===== src/rtl/qc_pkg.sv =====
package qc_pkg;
  typedef enum logic [1:0] {
    STEP_NONE = 2'd0,
    STEP_UP   = 2'd1,
    STEP_DN   = 2'd2
  } step_e;
endpackage


===== src/rtl/qc_sync.sv =====
module qc_sync #(
  parameter int W      = 2,
  parameter int STAGES = 2
) (
  input  logic         clk,
  input  logic         rst,
  input  logic [W-1:0] d,
  output logic [W-1:0] q
);
  logic [W-1:0] chain [STAGES];

  genvar i;
  generate
    for (i = 0; i < STAGES; i++) begin : g_stage
      always_ff @(posedge clk) begin
        if (rst) chain[i] <= '0;
        else if (i == 0) chain[i] <= d;
        else chain[i] <= chain[(i == 0) ? 0 : i-1];
      end
    end
  endgenerate

  assign q = chain[STAGES-1];
endmodule


===== src/rtl/qc_decoder.sv =====
module qc_decoder
  import qc_pkg::*;
(
  input  logic  clk,
  input  logic  rst,
  input  logic  a_s,
  input  logic  b_s,
  output step_e step
);
  logic a_prev, b_prev;

  always_ff @(posedge clk) begin
    if (rst) begin
      a_prev <= 1'b0;
      b_prev <= 1'b0;
    end else begin
      a_prev <= a_s;
      b_prev <= b_s;
    end
  end

  logic a_chg, b_chg;
  assign a_chg = a_s ^ a_prev;
  assign b_chg = b_s ^ b_prev;

  always_comb begin
    step = STEP_NONE;
    if (a_chg && !b_chg)      step = (a_s ^ b_s) ? STEP_UP : STEP_DN;
    else if (b_chg && !a_chg) step = (a_s ~^ b_s) ? STEP_UP : STEP_DN;
  end

  // a double change never produces a step
  p_invalid_none_r4: assert property (@(posedge clk) disable iff (rst)
    (a_chg && b_chg) |-> (step == STEP_NONE));
endmodule


===== src/rtl/qc_stage.sv =====
module qc_stage
  import qc_pkg::*;
#(
  parameter int W = 16
) (
  input  logic         clk,
  input  logic         rst,
  input  step_e        step,
  input  logic         wr_en,
  input  logic [W-1:0] wr_data,
  output logic [W-1:0] count,
  output logic         wrap_up,
  output logic         wrap_dn
);
  localparam logic [W-1:0] ALL_ONES = {W{1'b1}};

  assign wrap_up = !wr_en && (step == STEP_UP) && (count == ALL_ONES);
  assign wrap_dn = !wr_en && (step == STEP_DN) && (count == '0);

  always_ff @(posedge clk) begin
    if (rst)                   count <= '0;
    else if (wr_en)            count <= wr_data;
    else if (step == STEP_UP)  count <= count + 1'b1;
    else if (step == STEP_DN)  count <= count - 1'b1;
  end

  p_hold_r8: assert property (@(posedge clk) disable iff (rst)
    (step == STEP_NONE && !wr_en) |=> $stable(count));
  p_write_prio_r10: assert property (@(posedge clk) disable iff (rst)
    wr_en |=> (count == $past(wr_data)));
  p_wrap_up_r5: assert property (@(posedge clk) disable iff (rst)
    wrap_up |=> (count == '0));
  p_wrap_dn_r5: assert property (@(posedge clk) disable iff (rst)
    wrap_dn |=> (count == ALL_ONES));
endmodule


===== src/rtl/quad_cascade_counter.sv =====
module quad_cascade_counter
  import qc_pkg::*;
#(
  parameter int CNT_W       = 16,
  parameter int SYNC_STAGES = 2
) (
  input  logic             clk,
  input  logic             rst,
  input  logic             phase_a_in,
  input  logic             phase_b_in,
  input  logic             wr_lo_en,
  input  logic [CNT_W-1:0] wr_lo_data,
  input  logic             wr_hi_en,
  input  logic [CNT_W-1:0] wr_hi_data,
  output logic [CNT_W-1:0] lo_count,
  output logic [CNT_W-1:0] hi_count
);
  logic [1:0] ph_s;
  step_e      lo_step, hi_step;
  logic       lo_wrap_up, lo_wrap_dn, hi_wrap_up, hi_wrap_dn;

  qc_sync #(.W(2), .STAGES(SYNC_STAGES)) u_sync (
    .clk(clk), .rst(rst), .d({phase_a_in, phase_b_in}), .q(ph_s));

  qc_decoder u_dec (
    .clk(clk), .rst(rst), .a_s(ph_s[1]), .b_s(ph_s[0]), .step(lo_step));

  qc_stage #(.W(CNT_W)) u_lo (
    .clk(clk), .rst(rst), .step(lo_step), .wr_en(wr_lo_en),
    .wr_data(wr_lo_data), .count(lo_count),
    .wrap_up(lo_wrap_up), .wrap_dn(lo_wrap_dn));

  always_comb begin
    if (lo_wrap_up)      hi_step = STEP_UP;
    else if (lo_wrap_dn) hi_step = STEP_DN;
    else                 hi_step = STEP_NONE;
  end

  qc_stage #(.W(CNT_W)) u_hi (
    .clk(clk), .rst(rst), .step(hi_step), .wr_en(wr_hi_en),
    .wr_data(wr_hi_data), .count(hi_count),
    .wrap_up(hi_wrap_up), .wrap_dn(hi_wrap_dn));

  p_carry_r6: assert property (@(posedge clk) disable iff (rst)
    (lo_wrap_up && !wr_hi_en) |=> (hi_count == $past(hi_count) + 1'b1));
  p_borrow_r7: assert property (@(posedge clk) disable iff (rst)
    (lo_wrap_dn && !wr_hi_en) |=> (hi_count == $past(hi_count) - 1'b1));
  p_hi_wrap_up_r9: assert property (@(posedge clk) disable iff (rst)
    hi_wrap_up |=> (hi_count == '0));
  p_hi_wrap_dn_r9: assert property (@(posedge clk) disable iff (rst)
    hi_wrap_dn |=> (hi_count == {CNT_W{1'b1}}));
  p_reset_r1: assert property (@(posedge clk)
    rst |=> (lo_count == '0 && hi_count == '0));
endmodule


===== config.mk =====
export PLATFORM = sky130hd
export DESIGN_NAME = quad_cascade_counter
export DESIGN_NICKNAME = d
export VERILOG_FILES = /design/src/rtl/qc_pkg.sv /design/src/rtl/qc_sync.sv /design/src/rtl/qc_decoder.sv /design/src/rtl/qc_stage.sv /design/src/rtl/quad_cascade_counter.sv
export SDC_FILE = /design/constraint.sdc
export NUM_CORES = 1
export LEC_CHECK = 0
export ABC_AREA = 1
export BUFFER_PORTS_ARGS = -buffer_cell sky130_fd_sc_hd__buf_4
export CAP_MARGIN = 10
export CORE_AREA = 2 2 96 144
export DETAILED_ROUTE_END_ITERATION = 16
export DIE_AREA = 0 0 98 146
export GPL_TIMING_DRIVEN = 0
export HOLD_SLACK_MARGIN = 0.06
export PLACE_DENSITY = 0.44
export SYNTH_ARGS = -nofsm -noshare
export SYNTH_HDL_FRONTEND = slang
export SYNTH_HIERARCHICAL = 1
export SYNTH_SLANG_ARGS = --single-unit

===== constraint.sdc =====
create_clock -name clk -period 7.2 [get_ports clk]
set_clock_uncertainty 0.15 [all_clocks]
set_input_delay 2.16 -clock clk [delete_from_list [all_inputs] [get_ports clk]]
set_output_delay 2.16 -clock clk [all_outputs]
set_load 0.03 [all_outputs]

# Word level (Yosys, flattened, before mapping)
# Memory sizes are Yosys's and may differ from the RTL's.
# Cells that the tools add are included.
# Widths: inputs -> output; s select.
[word_totals] memories=1 ramBits=4 input_bits=38 elab_cells=49 ff_bits=34 out_inout_bits=32
[classes] bitwise=6 muxes=17 eq_ne=5 n_reduce_logical=12 add_sub_neg=4
[mem_list] name="u_sync.chain" depth=2 width=2 rd=2 rd_clocked_by_memory_dff=0 wr=2 line="qc_sync.sv:10" text="logic [W-1:0] chain [STAGES];"
[ops] op="$mux 16" count=6
[ops] op="$add 16x1->16 const B" count=2
[ops] op="$sub 16x1->16 const B" count=2
[ops] op="$eq 16x16->1 const B" count=1
[ops] op="$logic_not 16->1" count=1
[ops] op="$mux 2" count=8
[ops] op="$logic_and 1x1->1" count=6
[ops] op="$reduce_bool 3->1" count=2
[ops] op="$eq 2x1->1 const B" count=2
[ops] op="$eq 2x2->1 const B" count=2
[ops] op="$logic_not 1->1" count=3
[ops] op="$mux 1" count=3
[ops] op="$xor 1x1->1" count=3
[ops] op="$or 1x1->1" count=2
[ops] op="$xnor 1x1->1" count=1

# Logic depth before layout (Yosys ltp)
[depth] word_depth=14 mapped_depth=24 ltp_nobuf=24

# By module
# Netlist, hierarchy kept.
[modules_own_cells] mod="qc_stage at u_hi" seq_area_each_um2=320.3 area_per_inst_um2=1773.0 cells_each=306 instances=1
[modules_own_cells] mod="qc_stage at u_lo" seq_area_each_um2=320.3 area_per_inst_um2=1769.2 cells_each=307 instances=1
[modules_own_cells] mod="qc_decoder" seq_area_each_um2=40.0 area_per_inst_um2=160.2 cells_each=32 instances=1
[modules_own_cells] mod="qc_sync" seq_area_each_um2=80.1 area_per_inst_um2=110.1 cells_each=12 instances=1
[modules_own_cells] mod="quad_cascade_counter" seq_area_each_um2=0.0 area_per_inst_um2=10.0 cells_each=2 instances=1

# Worst setup path after synthesis
# No wires, ideal clock.
[synth_path] kind="input -> register" startpoint="input port wr_lo_en" endpoint="register u_hi.count[11]" arrival_ns=4.283 setup_ns=0.128 slack_ns=2.639 cell_stages=16 required_time_ns=6.922 n_path_buf=0 path_cell_list="nor4_1 nand4_1 nor3_1 nor2_2 inv_2 nand2_2 ha_1 or2_1 nand3_1 nand2_1 nand2_1 nand2_1 nand2_1 nand3_1 nand2_1 a21oi_1"
[synth_via] word_cells_on_any_way=12 cone_classes="2 x eq/ne; 4 x mux; 6 x reduce/logical"
[synth_rtl] item="start, declared" line="quad_cascade_counter.sv:11" text="input logic wr_lo_en,"
[synth_rtl] item="$logic_not 1->1 (*)" line="qc_stage.sv:17" text="assign wrap_up = !wr_en && (step == STEP_UP) && (count == ALL_ONES);"
[synth_rtl] item="$logic_and 1x1->1 (*) (2 in series)" line="qc_stage.sv:17"
[synth_rtl] item="$mux 2 (*)" line="quad_cascade_counter.sv:34" text="if (lo_wrap_up) hi_step = STEP_UP;"
[synth_rtl] item="net hi_step[0]" line="quad_cascade_counter.sv:19" text="step_e lo_step, hi_step;"
[synth_rtl] item="$eq 2x1->1"
[synth_rtl] item="$mux 16" line="qc_stage.sv:23" text="else if (step == STEP_UP) count <= count + 1'b1;"
[synth_rtl] item="$mux 16" line="qc_stage.sv:22" text="else if (wr_en) count <= wr_data;"
[synth_rtl] item="end signal, assigned" line="qc_stage.sv:22"
[synth_rtl] item="end signal, assigned" line="qc_stage.sv:23"
[synth_rtl] item="end signal, assigned" line="qc_stage.sv:24" text="else if (step == STEP_DN) count <= count - 1'b1;"
[synth_rtl] item="end, declared" line="qc_stage.sv:11" text="output logic [W-1:0] count,"
# The timed path passes the listed nets; every way through them passes the cells marked *.
# A chain may end at the register's enable or synchronous reset.

# Worst setup path after layout
# Ends and elaborated chain as after synthesis.

==> flow_metrics.tcl <==
set metrics [dict create \
    status "finished clean" \
    min_to "u_sync/chain[1][0]" \
    grt_pass1_vias 4048 \
    hold_viol 0 \
    gp_congestion 0.823 \
    die_area_um2 14300 \
    crit_required_ns 7.21 \
    pre_cts_ws_ns 1.89 \
    post_cts_buffers 0 \
    tns_ns 0 \
    start_kind "input port" \
    vias 4102 \
    cap_viol_max_count 0 \
    cts_resized 0 \
    grt_max_degree 19 \
    grt_util_all_layers_pct 16.8 \
    startpoint "wr_lo_en" \
    via_per_inst 4.69 \
    wl_um 11800 \
    holdBufCountCts 0 \
    drive_gt1_share_pct 14.5 \
    std_cell_rows 51 \
    min_from "u_sync/chain[0][0]" \
    fill_cells 1492 \
    cts_root_buf "clkbuf_16" \
    reg2reg_to "u_hi/count[11]" \
    drt_pre_antenna_iters 6 \
    htree_num_levels 2 \
    powerDensity_nw_per_um2 223 \
    numCtsBuffers 5 \
    wire_per_inst_um 13.5 \
    min_path_cells 2 \
    drc_errors 0 \
    regToRegSetupSlack_ns 3.20 \
    rsz0062_at_grt "no" \
    initial_core_util_pct 28.7 \
    pin_count 70 \
    clkLatencyLatePin_ns 0.29 \
    fmax_mhz 200 \
    timing.max_slew.rel_slack_pct 62.7 \
    p_leak_nw 2.57 \
    syn_nets 710 \
    final.min_clock_period_ns 4.99 \
    hold_path_class "reg -> reg" \
    antenna_cells 0 \
    syn_to_final_growth_pct 23.3 \
    die_w_um 98 \
    detail_route.iter0.violations 122 \
    ys_warn_count 6 \
    cts_num_sinks 38 \
    r2r_cells 23 \
    ant_nets 0 \
    overflow 0 \
    ir_drop_uv 81.4 \
    grt_pass1_wl_um 19500 \
    io_buffers 69 \
    clk_pin_slew_worst_paths_ns 0.06 \
    netlist_area_um2 3720 \
    crit_path_end_kind "flop" \
    core_um2 13000 \
    tightest_slew_ns 0.559 \
    tritoncts "done" \
    reg2reg_from "u_sync/chain[1][1]" \
    final_common_cell "nand2_1" \
    die_h_um 146 \
    hpwl_um 9630 \
    antenna_found_initial 0 \
    nets 786 \
    cts_buffer_depth 2 \
    critPathKind "in -> reg" \
    syn_area_per_cell_um2 5.83 \
    synthCells 638 \
    setup_ws_ns 2.21 \
    crit_arrival_ns 5.00 \
    setup_viol 0 \
    post-route-period-util_pct 69.3 \
    final_cell_mix "221 x nand2_1, 113 x inv_1, 69 x buf_4" \
    maxSlewViolCount 0 \
    critPathMaxFanout 18 \
]
[worst max path at each step]
stage	end	slack [ns]	cells after the start
finish	u_hi/count[11]	2.21	17
global route	u_hi/count[15]	1.90	18
CTS	u_hi/count[11]	2.19	17
detailed placement	u_hi/count[11]	1.89	17
global placement	u_hi/count[11]	1.88	19
floorplan	u_hi/count[11]	2.64	16
[layer usage]
metal	up-vias	track usage, %	share of wire, %
met5	-	0	0
met4	0	5.00	1.8
met3	12	1.92	2.7
met2	67	33.3	56
met1	1872	18.1	40
li1	2151	-	-
[state kept, by name (all words and copies together), names as in the netlist]
name and count:
u_hi/count 16, u_dec/a_prev 1, u_dec/b_prev 1, u_lo/count 16
u_sync/chain 4
[critical path, cell delays in order]
cell and delay, ns:
buf_4 0.14, nor4_1 0.29, nand4_1 0.12, nor3_1 0.42, nor2_2 0.09, inv_2 0.07
nand2_2 0.28, ha_1 0.47, or2_1 0.26, nand3_1 0.11, nand2_1 0.15, nand2_1 0.12
nand2_1 0.05, nand2_1 0.05, nand3_1 0.06, nand2_1 0.08, a21oi_1 0.05
[through the flow]
stage / std cells / util, % / hold slack, ns / instance area, µm² / total power (W)
2_1_floorplan: 638 / - / 0.238 / 3720 / 0.000643
3_3_place_gp: 866 / 34.2 / 0.240 / 4430 / 0.000794
3_5_place_dp: 866 / 34.2 / 0.247 / 4430 / 0.000798
4_1_cts: 874 / 35.4 / 0.256 / 4580 / 0.00104
5_1_grt: 874 / 35.4 / 0.275 / 4580 / 0.00112
6_report: 874 / 35.4 / 0.255 / 4580 / 0.00102
[where the power goes]
part           switching (W)  internal, W
Combinational       0.000332     0.000195
Sequential         0.0000312     0.000234
Clock              0.0000927     0.000138
[layout make-up]
| class | count | area (µm²) | area share, % |
|---|---|---|---|
| Buffer | 12 | 83.8 | 1.83 |
| Clock buffer | 7 | 143 | 3.11 |
| Clock inverter | 1 | 5.00 | 0.109 |
| Inverter | 124 | 468 | 10.2 |
| Multi-Input combinational cell | 464 | 2400 | 52.5 |
| Sequential cell | 38 | 761 | 16.6 |
| Tap cell | 159 | 199 | 4.34 |
| Timing Repair Buffer | 69 | 518 | 11.3 |
Power figures use the tool's default switching activity.
